$ cat src/rtl/eic_pkg.sv
package eic_pkg;
  // One line: does the pair (current, previous) form the selected edge?
  function automatic logic edge_hit(input logic cur, input logic old, input logic rise_sel);
    return rise_sel ? (cur & ~old) : (~cur & old);
  endfunction

  // Next event flag: a clear beats a simultaneous capture.
  function automatic logic flag_next(input logic flag, input logic cap, input logic clr);
    return clr ? 1'b0 : (flag | cap);
  endfunction
endpackage

$ cat src/rtl/eic_sync_edge.sv
module eic_sync_edge #(
  parameter int WIDTH = 24
) (
  input  logic             clk_i,
  input  logic             rst_ni,
  input  logic [WIDTH-1:0] pin_i,
  output logic [WIDTH-1:0] level_o,
  output logic [WIDTH-1:0] prev_o
);
  logic [WIDTH-1:0] meta_q;

  always_ff @(posedge clk_i or negedge rst_ni) begin
    if (!rst_ni) begin
      meta_q  <= '0;
      level_o <= '0;
      prev_o  <= '0;
    end else begin
      meta_q  <= pin_i;
      level_o <= meta_q;
      prev_o  <= level_o;
    end
  end
endmodule

$ cat src/rtl/eic_port_capture.sv
module eic_port_capture
  import eic_pkg::*;
#(
  parameter int PORT_W = 8
) (
  input  logic              clk_i,
  input  logic              rst_ni,
  input  logic [PORT_W-1:0] level_i,
  input  logic [PORT_W-1:0] prev_i,
  input  logic              arm_we_i,
  input  logic              sel_we_i,
  input  logic [PORT_W-1:0] wdata_i,
  output logic [PORT_W-1:0] arm_o,
  output logic [PORT_W-1:0] sel_o,
  output logic [PORT_W-1:0] flag_o,
  output logic [PORT_W-1:0] cap_o,
  output logic [PORT_W-1:0] clr_o
);
  logic [PORT_W-1:0] hit;
  logic [PORT_W-1:0] flag_d;

  always_ff @(posedge clk_i or negedge rst_ni) begin
    if (!rst_ni) begin
      arm_o <= '0;
      sel_o <= '0;
    end else begin
      if (arm_we_i) arm_o <= wdata_i;
      if (sel_we_i) sel_o <= wdata_i;
    end
  end

  for (genvar b = 0; b < PORT_W; b++) begin : g_line
    assign hit[b]    = edge_hit(level_i[b], prev_i[b], sel_o[b]);
    assign cap_o[b]  = hit[b] & arm_o[b];
    assign clr_o[b]  = arm_we_i & ~wdata_i[b];
    assign flag_d[b] = flag_next(flag_o[b], cap_o[b], clr_o[b]);
  end

  always_ff @(posedge clk_i or negedge rst_ni) begin
    if (!rst_ni) flag_o <= '0;
    else         flag_o <= flag_d;
  end
endmodule

$ cat src/rtl/edge_irq_capture.sv
module edge_irq_capture #(
  parameter int NUM_PORTS = 3,
  parameter int PORT_W    = 8,
  parameter int PEND_W    = 8,
  localparam int NUM_LINES = NUM_PORTS * PORT_W,
  localparam int SEL_W     = (NUM_PORTS > 1) ? $clog2(NUM_PORTS + 1) : 1
) (
  input  logic                 clk_i,
  input  logic                 rst_ni,
  input  logic [NUM_LINES-1:0] pin_i,
  input  logic                 arm_we_i,
  input  logic                 sel_we_i,
  input  logic [SEL_W-1:0]     wr_port_i,
  input  logic [PORT_W-1:0]    wr_data_i,
  input  logic [SEL_W-1:0]     rd_port_i,
  output logic [PORT_W-1:0]    rd_flag_o,
  output logic [PORT_W-1:0]    rd_arm_o,
  output logic [PORT_W-1:0]    rd_sel_o,
  output logic [PEND_W-1:0]    pend_o,
  output logic                 irq_o
);
  logic [NUM_LINES-1:0] level, prev;
  logic [NUM_LINES-1:0] flag_flat, arm_flat, cap_flat, clr_flat;
  logic [PORT_W-1:0]    arm_a  [NUM_PORTS];
  logic [PORT_W-1:0]    sel_a  [NUM_PORTS];
  logic [PORT_W-1:0]    flag_a [NUM_PORTS];

  eic_sync_edge #(.WIDTH(NUM_LINES)) u_sync (
    .clk_i   (clk_i),
    .rst_ni  (rst_ni),
    .pin_i   (pin_i),
    .level_o (level),
    .prev_o  (prev)
  );

  for (genvar p = 0; p < NUM_PORTS; p++) begin : g_port
    logic arm_we, sel_we;
    logic [PORT_W-1:0] cap, clr;
    assign arm_we = arm_we_i && (wr_port_i == SEL_W'(p));
    assign sel_we = sel_we_i && (wr_port_i == SEL_W'(p));

    eic_port_capture #(.PORT_W(PORT_W)) u_cap (
      .clk_i    (clk_i),
      .rst_ni   (rst_ni),
      .level_i  (level[p*PORT_W +: PORT_W]),
      .prev_i   (prev[p*PORT_W +: PORT_W]),
      .arm_we_i (arm_we),
      .sel_we_i (sel_we),
      .wdata_i  (wr_data_i),
      .arm_o    (arm_a[p]),
      .sel_o    (sel_a[p]),
      .flag_o   (flag_a[p]),
      .cap_o    (cap),
      .clr_o    (clr)
    );

    assign flag_flat[p*PORT_W +: PORT_W] = flag_a[p];
    assign arm_flat[p*PORT_W +: PORT_W]  = arm_a[p];
    assign cap_flat[p*PORT_W +: PORT_W]  = cap;
    assign clr_flat[p*PORT_W +: PORT_W]  = clr;
  end

  always_comb begin
    rd_flag_o = '0;
    rd_arm_o  = '0;
    rd_sel_o  = '0;
    pend_o    = '0;
    for (int p = 0; p < NUM_PORTS; p++) begin
      pend_o[p] = |flag_a[p];
      if (rd_port_i == SEL_W'(p)) begin
        rd_flag_o = flag_a[p];
        rd_arm_o  = arm_a[p];
        rd_sel_o  = sel_a[p];
      end
    end
  end

  assign irq_o = |pend_o;
endmodule

$ cat config.mk
export PLATFORM = sky130hd
export DESIGN_NAME = edge_irq_capture
export DESIGN_NICKNAME = d
export VERILOG_FILES = /design/src/rtl/eic_pkg.sv /design/src/rtl/eic_sync_edge.sv /design/src/rtl/eic_port_capture.sv /design/src/rtl/edge_irq_capture.sv
export SDC_FILE = /design/constraint.sdc
export NUM_CORES = 1
export LEC_CHECK = 0
export ABC_AREA = 1
export BUFFER_PORTS_ARGS = -buffer_cell sky130_fd_sc_hd__buf_2
export CORE_MARGIN = 5
export CORE_UTILIZATION = 30
export DETAILED_ROUTE_END_ITERATION = 8
export PLACE_DENSITY = 0.57
export RECOVER_POWER = 50
export SLEW_MARGIN = 15
export SYNTH_ARGS = -nofsm -noshare
export SYNTH_HDL_FRONTEND = slang
export SYNTH_SLANG_ARGS = --single-unit
$ cat constraint.sdc
create_clock -name clk_i -period 0.83 [get_ports clk_i]
set_input_delay 0 -clock clk_i [delete_from_list [all_inputs] [get_ports clk_i]]
set_output_delay 0 -clock clk_i [all_outputs]
set_load 0.05 [all_outputs]
==> qor.csv, run 1 <==
stage,metric,value,unit
timing,max-slew violations,0,
worst_setup_path,kind of critical path,register to primary output,
clock_network,clk sink count,144,
clock_network,Longest Clk Path Bufs,2,
timing,Max Clk Rate,671.0,MHz
timing,final worst slack,-660.4,ps
logic_synthesis,multiplexer share of the synthesized area,0,%
power_and_ir_drop,Pwr Density,2436,nW/um2
cells_and_area,area added between synthesis and finish,58.67,%
worst_setup_path,CP max stage delay,400,ps
logic_synthesis,Synth Area in Compound Gates,6.206,%
cells_and_area,FILL cells,1748,
place,pre-CTS worst setup slack,-288.4,ps
logic_synthesis,post-synthesis sequential area ratio,62.06,%
logic_synthesis,number of synthesized flops with an enable pin,0,
place,routability congestion estimate,0.7694,
logic_synthesis,Synth Area in Simple Gates,22.00,%
worst_setup_path,Crit Reg-Reg Endpoint,g_port[1].u_cap.flag_o[3],
logic_synthesis,#FFs+latches synth,144,
global_routing,vias in the first global route,4865,
logic_synthesis,Most used DFF post-synth,dfrtp_1,
timing,WHS,53.49,ps
worst_setup_path,RR Startpoint,g_port[1].u_cap.sel_o[3],
cells_and_area,antenna diode count,0,
die,Die W,149.1,um
worst_setup_path,WP buf/inv,1,
logic_synthesis,commonest cells in the netlist,"nand2_1, dfrtp_1, inv_1",
timing,final hold violation count,0,
worst_setup_path,critical path required time,830,ps
worst_hold_path,worst hold path type,input port to register,
worst_setup_path,instance count on the critical path,5,
flow_run,max cap viols,0,
outcome,violated checks,negative setup slack,
route,drc violations,0,
global_routing,Total GRT Usage,14.59,%
place,PortBufs,67,
place,dpl cells,1015,
timing,Final Skew,6.876,ps
outcome,status,finished with violations,
worst_setup_path,CP Cell Sequence,nor2_1 -> nand3_1 -> nor2_4 -> nand3_4 -> buf_8,
worst_setup_path,CP max FO,2,
cells_and_area,post-layout net count,907,
route,Final ANT Viol Nets,0,
worst_setup_path,Worst Setup SP,g_port[2].u_cap.flag_o[7],
worst_setup_path,CP endpoint kind,primary output,
timing,fin crit period,1490,ps
clock_network,CTS Buf Count,17,
timing,setup violators final,80,
timing,RSZ-0062 raised after global routing,true,
place,placed wire-length estimate,9836,um
worst_setup_path,Reg2Reg Setup Slack,-150,ps
power_and_ir_drop,static leakage,4.657,nW
clock_network,CTS tree,yes,
route,DRT Wirelength,15730,um
worst_setup_path,CP Capture Point,irq_o,
logic_synthesis,Mapped Area,5807,um2
clock_network,worst skew pair latency,430,ps
timing,Final Cycle Share,179.6,%
die,full die area,22240,um2
route,via count,4887,
global_routing,initial antenna violation count,0,
logic_synthesis,Mapped Cells,659,
logic_synthesis,post-synth top area cell,dfrtp_1,
clock_network,CTS H-tree depth,4,
logic_synthesis,most common cell in the synthesized netlist,nand2_1,
route,post-DR vias/cell,4.287,
die,row cnt,50,
route,average wire per standard cell,13.80,um
logic_synthesis,Netlist cell types,17,
timing,Worst slew margin,51.51,%
worst_setup_path,critical path's slowest cell,dfrtp_1,
global_routing,total grt overflow,0,
timing,Worst-Margin Slew,727.3,ps
die,Top Ports,73,
route,DR iter-0 viols,219,
logic_synthesis,yosys warns,0,
route,first drt pass iteration count,4,
logic_synthesis,share of the synthesized area in the top cell type,62.06,%
die,initial core utilization,30.74,%
worst_setup_path,worst-case reg-to-reg path depth,5,
logic_synthesis,ys async rst share,100.0,%
power_and_ir_drop,total power draw,22.44,mW
power_and_ir_drop,worst vdd ir,1.510,mV
logic_synthesis,Post-Synth XOR/XNOR Area,0,%
logic_synthesis,mean post-synth cell area,8.812,um2
logic_synthesis,Post-Synth Adder-Cell Area,0,%
clock_network,clock slew seen by the registers of the worst setup and hold paths,70,ps
clock_network,clk root buf,clkbuf_16,
die,Die H,149.1,um
cells_and_area,share of layout cells above drive strength 1,42.27,%
global_routing,global-route wire length before repair,24990,um
worst_setup_path,critical path arrival,1490,ps
die,Core Box Area,18890,um2
logic_synthesis,Area contributors post-synth,"dfrtp_1, nand2_1, inv_1, nand3_1, o21ai_0",
logic_synthesis,largest family of logic cells by synthesized area,simple AND/OR/NAND/NOR gates,
cells_and_area,"Cell Count, Final, Fillers Out",1140,
global_routing,largest net degree at the start of global routing,42,
worst_setup_path,Top Family by Delay on Critical Path,simple AND/OR/NAND/NOR gates,
worst_setup_path,Startpoint Class,register,
[layer usage]
metal / vias to the layer above / routed length, um / part of all wire [%] / track usage [%]
met2: 82 / 7902 / 50 / 24.15
met5: - / 0 / 0 / 0
met1: 2352 / 7039 / 45 / 18.50
met4: 0 / 270 / 1.7 / 5.584
li1: 2430 / - / - / -
met3: 23 / 522 / 3.3 / 3.525
[registers in the layout, indices dropped and copies added, names as in the netlist]
register             cells
g_port.u_cap.arm_o      24
g_port.u_cap.flag_o     24
g_port.u_cap.sel_o      24
u_sync.level_o          24
u_sync.meta_q           24
u_sync.prev_o           24
[what timing repair did]
item	4_1_cts	5_1_grt
pin swaps	46	83
hold buffers	35	0
endpoints found under the setup margin	50	61
gates resized for setup	156	149
hold endpoints to repair	235	0
buffers inserted	43	30
[per-stage QoR]
stage / instance area (um2) / TNS [ps] / util [%]
after global placement: 6879 / -4834 / 36.41
after global routing: 9214 / -26190 / 48.77
after CTS: 8731 / -12140 / 46.21
after detailed placement: 6879 / -5150 / 36.41
final: 9214 / -13290 / 48.77
after floorplan: 5882 / -147.7 / -
[kinds of logic (layout without fill, tap and decap cells)]
family	after synthesis	in the layout
DFF	144	144
buffers and inverters	131	348
other	1	5
and+or+nand+nor	311	311
AOI/OAI and AO/OA	72	72
[worst reg2reg max path, cell delays in order, from the launching register on]
cell and delay, ps:
dfrtp_1 390, buf_6 120, buf_6 110, nand2_1 70, nand3_2 70, a21oi_1 140
[worst min path at each step]
stage,cells past startpoint,endpoint,startpoint,slack [ps]
after floorplan,0,g_port[0].u_cap.arm_o[0],rst_ni,-300
after global placement,1,u_sync.meta_q[22],rst_ni,-100
after detailed placement,1,u_sync.meta_q[22],rst_ni,-100
after CTS,2,u_sync.level_o[5],rst_ni,-6
after global routing,4,g_port[0].u_cap.arm_o[6],arm_we_i,60
final,4,g_port[0].u_cap.sel_o[7],sel_we_i,50
[cells in the final DEF (no fill, tap or decap), types with 4 or more instances in the layout]
cell type / Yosys / final
nand2_2: 2 / 57
nand3_4: 0 / 7
o21ai_0: 48 / 33
buf_8: 0 / 20
buf_6: 4 / 46
a21oi_2: 0 / 20
conb_1: 1 / 5
o21ai_1: 0 / 9
nand2_1: 216 / 153
o21ai_2: 0 / 6
dlygate4sd3_1: 0 / 35
inv_2: 2 / 23
a21oi_1: 24 / 4
nor2_4: 2 / 4
nor2_1: 31 / 28
buf_12: 0 / 11
clkbuf_16: 0 / 17
buf_4: 8 / 54
buf_2: 8 / 38
inv_1: 109 / 87
nand3_2: 2 / 43
nand2_4: 0 / 8
dfrtp_1: 144 / 144
nand3_1: 54 / 6
[cell type report]
type	count	area (um2)	area share (%)
Tap cell	260	325.3	3.531
Sequential cell	144	3603	39.11
Multi-Input combinational cell	388	2262	24.55
Clock buffer	20	456.7	4.957
Inverter	111	419.2	4.549
Clock inverter	12	157.7	1.711
Timing Repair Buffer	205	1989	21.59
[power by group]
part / leakage (nW) / switching (mW) / internal, mW
logic: 2.67 / 3.12 / 2.85
registers: 1.70 / 0.550 / 7.93
clock network: 0.293 / 3.09 / 4.90
(Power assumes the default switching activity.)
==> inputs of run 2 (changes only) <==
--- a/config.mk
+++ b/config.mk
@@ -16,3 +16,4 @@
 export SYNTH_ARGS = -nofsm -noshare
 export SYNTH_HDL_FRONTEND = slang
 export SYNTH_SLANG_ARGS = --single-unit
+export TNS_END_PERCENT = 5
==> constraint.sdc (replaced) <==
create_clock -name clk_i -period 1.6 [get_ports clk_i]
set_input_delay 0 -clock clk_i [delete_from_list [all_inputs] [get_ports clk_i]]
set_output_delay 0 -clock clk_i [all_outputs]
set_load 0.05 [all_outputs]
==> run 2 against run 1 <==
- the run now ends clean
- clock skew barely moved
- power fell by 55%
- first-iteration DRC count rose by 49%
- sequential share of layout area rose by 9.6 points
- wire length fell by 12%
- register-to-register slack improved by 880 ps
- setup slack improved by 730 ps
- critical path depth did not move
- sequential cell count did not move
- clock power fell by 49%
- clock-buffer cell count fell by 2
- critical path type unchanged
==> qor.csv, run 2 (synthesis results as in run 1) <==
stage,metric,value,unit,change
worst_setup_path,critical path arrival,1530,ps,was 1490 ps
place,placed wire-length estimate,9282,um,was 9836 um
route,DRT Wirelength,13860,um,was 15730 um
worst_setup_path,kind of critical path,register to primary output,,unchanged
global_routing,vias in the first global route,4336,,was 4865
cells_and_area,Storage cell area,3603,um2,unchanged
worst_hold_path,hold path endpoint,g_port[2].u_cap.sel_o[6],,was g_port[0].u_cap.sel_o[7]
clock_network,worst skew pair latency,420,ps,was 430 ps
die,Core Box Area,18890,um2,unchanged
power_and_ir_drop,P_sw,3.027,mW,was 6.763 mW
die,row cnt,50,,unchanged
clock_network,clk sink count,144,,unchanged
route,Final ANT Viol Nets,0,,unchanged
timing,final hold violation count,0,,unchanged
timing,Worst slew margin,39.81,%,was 51.51%
clock_network,clk root buf,clkbuf_16,,unchanged
cells_and_area,area added between synthesis and finish,27.39,%,was 58.67%
clock_network,clock slew seen by the registers of the worst setup and hold paths,60,ps,was 70 ps
timing,Final Skew,6.613,ps,was 6.876 ps
worst_setup_path,RR Startpoint,u_sync.level_o[21],,was g_port[1].u_cap.sel_o[3]
timing,Max Clk Rate,652.2,MHz,
worst_setup_path,worst-case reg-to-reg path depth,5,,unchanged
worst_setup_path,CP max stage delay,400,ps,about the same
power_and_ir_drop,Sw Ratio,29.88,%,was 30.13%
cells_and_area,post-layout net count,813,,was 907
place,routability congestion estimate,0.8156,,was 0.7694
route,average wire per standard cell,13.25,um,was 13.80 um
die,full die area,22240,um2,unchanged
power_and_ir_drop,Clock power frac,40.2,%,was 35.6%
timing,RSZ-0062 raised after global routing,false,,was true
die,Die W,149.1,um,unchanged
power_and_ir_drop,static leakage,3.810,nW,was 4.657 nW
route,DR iter-0 viols,326,,was 219
worst_setup_path,WP buf/inv,1,,unchanged
cells_and_area,area of the multi-input gates,1662,um2,was 2262 um2
worst_setup_path,critical path required time,1600,ps,was 830 ps
outcome,status,completed,,was finished with violations
global_routing,initial antenna violation count,0,,unchanged
power_and_ir_drop,Comb pwr share,15.9,%,was 26.6%
worst_setup_path,Reg2Reg Setup Slack,730,ps,was -150 ps
power_and_ir_drop,internal cell power,7.104,mW,was 15.68 mW
route,post-DR vias/cell,4.168,,was 4.287
worst_setup_path,CP max FO,3,,was 2
worst_hold_path,hold_sp,sel_we_i,,unchanged
clock_network,setup bufs post-CTS,0,,was 43
die,initial core utilization,30.74,%,unchanged
power_and_ir_drop,Pwr Density,1370,nW/um2,was 2436 nW/um2
power_and_ir_drop,Sequential Power Share,43.9,%,was 37.8%
timing,Final Cycle Share,95.83,%,
global_routing,largest net degree at the start of global routing,47,,was 42
clock_network,CTS H-tree depth,4,,unchanged
timing,max-slew violations,0,,unchanged
global_routing,global-route wire length before repair,22470,um,was 24990 um
worst_setup_path,Crit Reg-Reg Endpoint,g_port[2].u_cap.flag_o[5],,was g_port[1].u_cap.flag_o[3]
power_and_ir_drop,worst vdd ir,0.8463,mV,was 1.510 mV
worst_hold_path,worst hold path type,input port to register,,unchanged
flow_run,max cap viols,0,,unchanged
cells_and_area,FILL cells,1937,,was 1748
place,dpl cells,981,,was 1015
cells_and_area,"Cell Count, Final, Fillers Out",1046,,was 1140
global_routing,total grt overflow,0,,unchanged
worst_setup_path,Top Family by Delay on Critical Path,simple AND/OR/NAND/NOR gates,,unchanged
cells_and_area,"commonest non-fill, non-tap cell in the layout",nand2_1,,unchanged
global_routing,Total GRT Usage,13.12,%,was 14.59%
worst_setup_path,CP Cell Sequence,nor2_2 -> nand3_1 -> nor2_2 -> nand3_1 -> buf_6,,was nor2_1 -> nand3_1 -> nor2_4 -> nand3_4 -> buf_8
route,via count,4360,,was 4887
clock_network,CTS Buf Count,17,,unchanged
timing,fin crit period,1533,ps,
die,Die H,149.1,um,unchanged
timing,Final TNS setup,0,ps,was -13290 ps
route,drc violations,0,,unchanged
cells_and_area,share of layout cells above drive strength 1,14.76,%,was 42.27%
worst_setup_path,CP endpoint kind,primary output,,unchanged
worst_setup_path,critical path's slowest cell,dfrtp_1,,unchanged
timing,Worst-Margin Slew,902.9,ps,was 727.3 ps
clock_network,CTS tree,yes,,unchanged
place,PortBufs,67,,unchanged
die,Top Ports,73,,unchanged
cells_and_area,antenna diode count,0,,unchanged
timing,setup violators final,0,,was 80
clock_network,Longest Clk Path Bufs,2,,unchanged
worst_setup_path,Startpoint Class,register,,unchanged
route,first drt pass iteration count,4,,unchanged
worst_hold_path,hold depth,4,,unchanged
cells_and_area,most frequent cells in the layout,"nand2_1, dfrtp_1, inv_1",,unchanged
[run 2: cell types whose count changed in the layout (fill, tap and decap cells not counted), sizes merged]
cell         before  now
buf             169   73
clkbuf           21   23
clkinv            4    3
dlygate4sd3      35   33
inv             113  116
[run 2: cell type report]
type                            instances  share of cell area, %
Tap cell                              260                  4.398
Inverter                              111                  5.633
Timing Repair Buffer                  111                  10.57
Sequential cell                       144                  48.71
Clock inverter                         14                  2.419
Clock buffer                           18                  5.802
Multi-Input combinational cell        388                  22.46
[run 2: metal layers]
metal  part of all wire, %  global-route usage [%]  vias up
li1                      -                       -     2229
met1                    45                   17.14     2023
met2                    48                   20.91       97
met3                   5.8                   4.102       11
met4                  0.94                   4.119        0
met5                     0                       0        -
[run 2: through the flow]
step / power, mW / hold slack, ps / utilization (%) / setup slack (ps) / instance area [um2]
after detailed placement: 6.090 / -73.93 / 34.28 / 415.3 / 6476
after floorplan: 5.537 / -295.6 / - / 542.7 / 5822
final: 10.13 / 79.47 / 39.15 / 66.65 / 7397
after global placement: 6.053 / -78.62 / 34.28 / 432.8 / 6476
after CTS: 10.28 / 32.59 / 39.27 / 0.3022 / 7420
after global routing: 10.66 / 104.2 / 39.15 / 14.10 / 7397
[run 2: worst max path at each step]
stage	slack, ps	cells after the start	end	start
finish	70	5	irq_o	g_port[2].u_cap.flag_o[7]
CTS	0.3	5	irq_o	g_port[2].u_cap.flag_o[7]
detailed placement	420	5	irq_o	g_port[2].u_cap.flag_o[7]
floorplan	540	4	irq_o	g_port[2].u_cap.flag_o[7]
global route	10	5	irq_o	g_port[1].u_cap.flag_o[7]
global placement	430	5	irq_o	g_port[2].u_cap.flag_o[7]
[run 2: repair_timing]
item                       CTS  global route
setup endpoints to repair    1             1
resized for setup            2             2
hold buffers                33             0
hold endpoints to repair   237             0
[run 2: power by group through the flow]
stage | Clock [mW] | Sequential (mW) | Combinational (mW)
6_report | 4.08 | 4.44 | 1.61
5_1_grt | 4.33 | 4.51 | 1.82
4_1_cts | 4.18 | 4.44 | 1.66
3_5_place_dp | 0 | 4.50 | 1.59
3_3_place_gp | 0 | 4.49 | 1.57
2_1_floorplan | 0 | 4.42 | 1.12
[run 2: worst register-to-register path: stages (launching register included)]
cell and delay (ps):
dfrtp_1 410, inv_1 70, nand2_1 50, nand2_1 50, nand3_1 90, a21oi_1 130
